## src/rtl/intc_pkg.sv

```systemverilog
package intc_pkg;
  // Byte offsets of the four word registers
  localparam logic [3:0] OFS_IRQ_PEND = 4'h0;
  localparam logic [3:0] OFS_GATE     = 4'h4;
  localparam logic [3:0] OFS_ROUTE    = 4'h8;
  localparam logic [3:0] OFS_FIQ_PEND = 4'hC;

  typedef enum logic [2:0] {
    SEL_NONE,
    SEL_IRQ_PEND,
    SEL_GATE,
    SEL_ROUTE,
    SEL_FIQ_PEND
  } reg_sel_e;
endpackage

```

## src/rtl/intc_regfile.sv

```systemverilog
module intc_regfile
  import intc_pkg::*;
#(
  parameter int NSRC = 32,
  parameter int DW   = 32,
  parameter int AW   = 4
) (
  input  logic            clk,
  input  logic            rst,
  input  logic            wr_en,
  input  logic [AW-1:0]   addr,
  input  logic [DW-1:0]   wdata,
  input  logic [NSRC-1:0] pend_irq,
  input  logic [NSRC-1:0] pend_fiq,
  output logic [NSRC-1:0] gate_q,
  output logic [NSRC-1:0] route_q,
  output logic [DW-1:0]   rdata
);
  reg_sel_e sel;

  always_comb begin
    sel = SEL_NONE;
    if (addr == AW'(OFS_IRQ_PEND))      sel = SEL_IRQ_PEND;
    else if (addr == AW'(OFS_GATE))     sel = SEL_GATE;
    else if (addr == AW'(OFS_ROUTE))    sel = SEL_ROUTE;
    else if (addr == AW'(OFS_FIQ_PEND)) sel = SEL_FIQ_PEND;
  end

  // Only the gate and route registers take writes; pending views are read-only
  always_ff @(posedge clk) begin
    if (rst) begin
      gate_q  <= '0;
      route_q <= '0;
    end else if (wr_en) begin
      if (sel == SEL_GATE)  gate_q  <= wdata[NSRC-1:0];
      if (sel == SEL_ROUTE) route_q <= wdata[NSRC-1:0];
    end
  end

  always_comb begin
    unique case (sel)
      SEL_IRQ_PEND: rdata = DW'(pend_irq);
      SEL_GATE:     rdata = DW'(gate_q);
      SEL_ROUTE:    rdata = DW'(route_q);
      SEL_FIQ_PEND: rdata = DW'(pend_fiq);
      default:      rdata = '0;
    endcase
  end
endmodule

```

## src/rtl/intc_qualify.sv

```systemverilog
module intc_qualify #(
  parameter int NSRC = 32
) (
  input  logic [NSRC-1:0] src,
  input  logic [NSRC-1:0] gate,
  input  logic [NSRC-1:0] route,
  input  logic            idle,
  output logic [NSRC-1:0] pend_irq,
  output logic [NSRC-1:0] pend_fiq,
  output logic            wake_req
);
  // Per-source admission and steering
  for (genvar i = 0; i < NSRC; i++) begin : g_bit
    logic admit;
    assign admit       = src[i] & gate[i];
    assign pend_fiq[i] = admit & route[i];
    assign pend_irq[i] = admit & ~route[i];
  end

  // Idle wake ignores the gate entirely
  assign wake_req = idle & (|src);
endmodule

```

## src/rtl/intc_linereg.sv

```systemverilog
module intc_linereg #(
  parameter int NSRC = 32
) (
  input  logic            clk,
  input  logic            rst,
  input  logic [NSRC-1:0] pend_irq,
  input  logic [NSRC-1:0] pend_fiq,
  input  logic            wake_req,
  output logic            irq_q,
  output logic            fiq_q,
  output logic            wake_q
);
  always_ff @(posedge clk) begin
    if (rst) begin
      irq_q  <= 1'b0;
      fiq_q  <= 1'b0;
      wake_q <= 1'b0;
    end else begin
      irq_q  <= |pend_irq;
      fiq_q  <= |pend_fiq;
      wake_q <= wake_req;
    end
  end
endmodule

```

## src/rtl/dual_route_intc.sv

```systemverilog
module dual_route_intc #(
  parameter int NSRC = 32,
  parameter int DW   = 32,
  parameter int AW   = 4
) (
  input  logic            clk,
  input  logic            rst,
  input  logic [NSRC-1:0] src_i,
  input  logic            idle_i,
  input  logic            wr_en_i,
  input  logic [AW-1:0]   addr_i,
  input  logic [DW-1:0]   wdata_i,
  output logic [DW-1:0]   rdata_o,
  output logic            irq_o,
  output logic            fiq_o,
  output logic            wake_o
);
  logic [NSRC-1:0] gate_q;
  logic [NSRC-1:0] route_q;
  logic [NSRC-1:0] pend_irq;
  logic [NSRC-1:0] pend_fiq;
  logic            wake_req;

  intc_regfile #(.NSRC(NSRC), .DW(DW), .AW(AW)) u_regs (
    .clk      (clk),
    .rst      (rst),
    .wr_en    (wr_en_i),
    .addr     (addr_i),
    .wdata    (wdata_i),
    .pend_irq (pend_irq),
    .pend_fiq (pend_fiq),
    .gate_q   (gate_q),
    .route_q  (route_q),
    .rdata    (rdata_o)
  );

  intc_qualify #(.NSRC(NSRC)) u_qual (
    .src      (src_i),
    .gate     (gate_q),
    .route    (route_q),
    .idle     (idle_i),
    .pend_irq (pend_irq),
    .pend_fiq (pend_fiq),
    .wake_req (wake_req)
  );

  intc_linereg #(.NSRC(NSRC)) u_lines (
    .clk      (clk),
    .rst      (rst),
    .pend_irq (pend_irq),
    .pend_fiq (pend_fiq),
    .wake_req (wake_req),
    .irq_q    (irq_o),
    .fiq_q    (fiq_o),
    .wake_q   (wake_o)
  );
endmodule

```

## config.mk

```make
export PLATFORM = sky130hd
export DESIGN_NAME = dual_route_intc
export DESIGN_NICKNAME = d
export VERILOG_FILES = /design/src/rtl/intc_pkg.sv /design/src/rtl/intc_regfile.sv /design/src/rtl/intc_qualify.sv /design/src/rtl/intc_linereg.sv /design/src/rtl/dual_route_intc.sv
export SDC_FILE = /design/constraint.sdc
export NUM_CORES = 1
export LEC_CHECK = 0
export BUFFER_PORTS_ARGS = -buffer_cell sky130_fd_sc_hd__clkbuf_2
export CAP_MARGIN = 0
export CORE_UTILIZATION = 53
export DETAILED_ROUTE_END_ITERATION = 8
export PLACE_DENSITY = 0.8
export SETUP_SLACK_MARGIN = 0.2
export SYNTH_ARGS = -nofsm -noshare
export SYNTH_HDL_FRONTEND = slang
export SYNTH_HIERARCHICAL = 1
export SYNTH_SLANG_ARGS = --single-unit
```

## constraint.sdc

```tcl
create_clock -name clk -period 2.16 [get_ports clk]
set_input_delay 0.108 -clock clk [delete_from_list [all_inputs] [get_ports clk]]
set_output_delay 0.108 -clock clk [all_outputs]
set_load 0.01 [all_outputs]
```

==> flow_summary_export.csv <==
group,metric,value,unit
synth,yosysUniqueCellTypes,28,
routing,drc_errors,0,
power,cellPowerDensity,494.2,nW/um^2
global_route,grt_overflow_total,0,
die,core.rowCount,32,
final_layout,regArea,1341,sq um
power,irDropWorstVdd,0.2925,mV
final_layout,stdcell_area,4970,sq um
synth,avgSynthCellArea,8.596,sq um
routing,vias,4098,
sta,fin_worst_skew,0.007625,ns
setup_path,critPathKind,"flop to output port",
placed_design,dp_cells,679,
cts,cts_hold_buffers,0,
routing,dr.pass1.iters,9,
routing,drtIter0Drc,278,
cts,path_clk_slew,0.07,ns
sta,timing.final.ws_setup,0.5901,ns
sta,setup_violations,0,
sta,fin_crit,1.570,ns
final_layout,multi_input_area,2730,sq um
die,io_pins,107,
routing,dr_wl_met2,5.659,mm
cts,cts_tree,"done",
synth,synth_seq_cells,67,
final_layout,fin_cells,694,
global_route,grt_util_all_layers,0.2842,
cts,cts_buffer_depth,2,
final_layout,n_antenna_cell,0,
cts,ctsResizeCount,0,
cts,post-cts-setup-buffer-count,0,
sta,tns,0,ns
final_layout,fillers,675,
sta,fmax,637.0,MHz
placed_design,placed_area,4810,sq um
sta,relSlewSlack,0.6054,
die,die-width,91.33,um
placed_design,pre_cts_ws,0.6816,ns
run,drv_cap,0,
setup_path,start_kind,"flop",
placed_design,io_buffers,106,
sta,hold_viol,0,
synth,netlist_area,4229,sq um
synth,syn_inst,492,
placed_design,place_hpwl,8.398,mm
sta,maxSlewViolCount,0,
global_route,grt_max_degree,50,
routing,drt-total-wl,11.73,mm
placed_design,routabilityCongestion,0.8510,
synth,synth_warnings,6,
routing,routed_via_density,5.905,
die,die_y,91.33,um
synth,ys_seq_area_frac,0.3172,
routing,antenna_left,0,
outcome,status,"completed",
sta,rsz0062_at_grt,"no",
die,die_area,8340,sq um
sta,fin_crit_sh,0.7268,
global_route,antenna_found_initial,0,
routing,wl_met3,920,um
final_layout,layout.nets,660,
cts,clockRootBuffer,"clkbuf_8",
routing,topRoutingLayerUsed,"met4",
power,p_leak,2.288,nW
setup_path,rrSetupSlack,0.69,ns
final_layout,drive_gt1_frac,0.2280,
routing,drt-wirelength-per-cell,16.90,um
setup_path,cp_max_fo,4,
sta,tightestPinTransition,0.5912,ns
synth,syn-num-nets,564,
cts,cts.sinks,67,
die,initial_core_util,0.5473,
cts,worstSkewPairLatency,0.34,ns
worst_hold_path,min_path_type,"input port to flop",
cts,htreeDepth,3,
setup_path,cp-end-kind,"output port",
final_layout,synthToLayoutAreaGrowth,17.51,%
setup_path,crit_required,2.05,ns
global_route,grt_pass1_wl,18.57,mm
routing,wl_met1,4.841,mm
global_route,grt_pass1_vias,3890,
die,core_area,7727,sq um
cts,numCtsBuffers,9,
setup_path,arrival,1.46,ns
==> layout make-up <==
cell class                      instances  area share
Tap cell                              102     0.02568
Clock buffer                           12     0.02920
Clock inverter                          3    0.003021
Timing Repair Buffer                  115      0.1229
Sequential cell                        67      0.2699
Multi-Input combinational cell        395      0.5493
==> layer usage <==
metal	GRT usage	vias up
li1	-	1961
met1	0.3551	1903
met2	0.4684	204
met3	0.05276	30
met4	0.1415	0
met5	0	-
==> power by group <==
group / total [mW] / switching [mW] / internal [mW]
sequential: 1.27 / 0.0163 / 1.25
combinational: 0.289 / 0.155 / 0.134
clock: 0.898 / 0.461 / 0.437
total: 2.46 / 0.632 / 1.82
==> critical path: stages (launching register included) <==
cell and delay [ns]:
dfxtp_1 0.38, and3_1 0.19, mux2i_1 0.08, o21ai_0 0.28, clkbuf_2 0.19
==> synth_stat cells <==
cell,instances,share of area
buf_2,8,0.0095
o21ai_1,15,0.018
nor4_2,2,0.0059
nor2_1,32,0.028
nand2_1,33,0.029
and3_1,32,0.047
and3_2,1,0.0018
dfxtp_1,67,0.32
clkbuf_1,12,0.011
and4_1,4,0.0083
nor4b_2,1,0.0035
buf_6,5,0.013
nor2b_2,1,0.0021
buf_1,1,0.00089
nand4b_1,1,0.0021
and4b_1,1,0.0024
a21oi_1,2,0.0024
nand3_2,1,0.0024
nand4_1,2,0.0030
nor4_1,23,0.034
nor2_2,1,0.0015
a22oi_1,32,0.057
buf_4,4,0.0071
nand2b_1,96,0.14
o21ai_0,17,0.020
mux2i_1,96,0.23
nor2b_1,1,0.0015
o21a_1,1,0.0018
==> state kept, by name, summed over array words and instances (netlist names) <==
signal	count
u_lines/irq_q	1
u_lines/fiq_q	1
u_regs/route_q	32
u_regs/gate_q	32
u_lines/wake_q	1
==> through the flow <==
stage / hold WS [ns] / power, mW / util
floorplan: 0.1771 / 1.449 / -
global placement: 0.3754 / 1.575 / 0.6224
detailed placement: 0.3901 / 1.582 / 0.6224
CTS: 0.02077 / 2.466 / 0.6431
global route: 0.03208 / 2.544 / 0.6431
finish: 0.03199 / 2.456 / 0.6431
==> cell usage in the layout, fill, tap and decap left out <==
cell type,instances
a21oi_1,2
a22oi_1,32
and3_1,32
and3_2,1
and4_1,4
and4b_1,1
buf_12,1
buf_4,8
clkbuf_1,2
clkbuf_2,106
clkbuf_8,10
clkinv_2,3
dfxtp_1,67
mux2i_1,96
nand2_1,33
nand2b_1,96
nand3_2,1
nand4_1,2
nand4b_1,1
nor2_1,32
nor2_2,1
nor2b_1,1
nor2b_2,1
nor4_1,23
nor4_2,1
nor4_4,1
nor4b_4,1
o21a_1,1
o21ai_0,17
o21ai_1,15
==> logic make-up (layout without fill, tap and decap cells) <==
group	Yosys count	in the layout	share of synthesized area
simple gates	232	232	0.3154
mux	96	96	0.2272
compound gates	67	67	0.09882
flops	67	67	0.3172
buf+inv	30	130	0.04142
==> final timing paths <==
path	start	end	cells past startpoint
worst max-delay path	u_regs/gate_q[31]	rdata_o[31]	4
worst min register to register	u_regs/gate_q[16]	u_regs/gate_q[16]	2
worst min-delay path	wdata_i[2]	u_regs/route_q[2]	3
worst max register to register	u_regs/gate_q[18]	u_lines/irq_q	5
(Power assumes the default switching activity.)
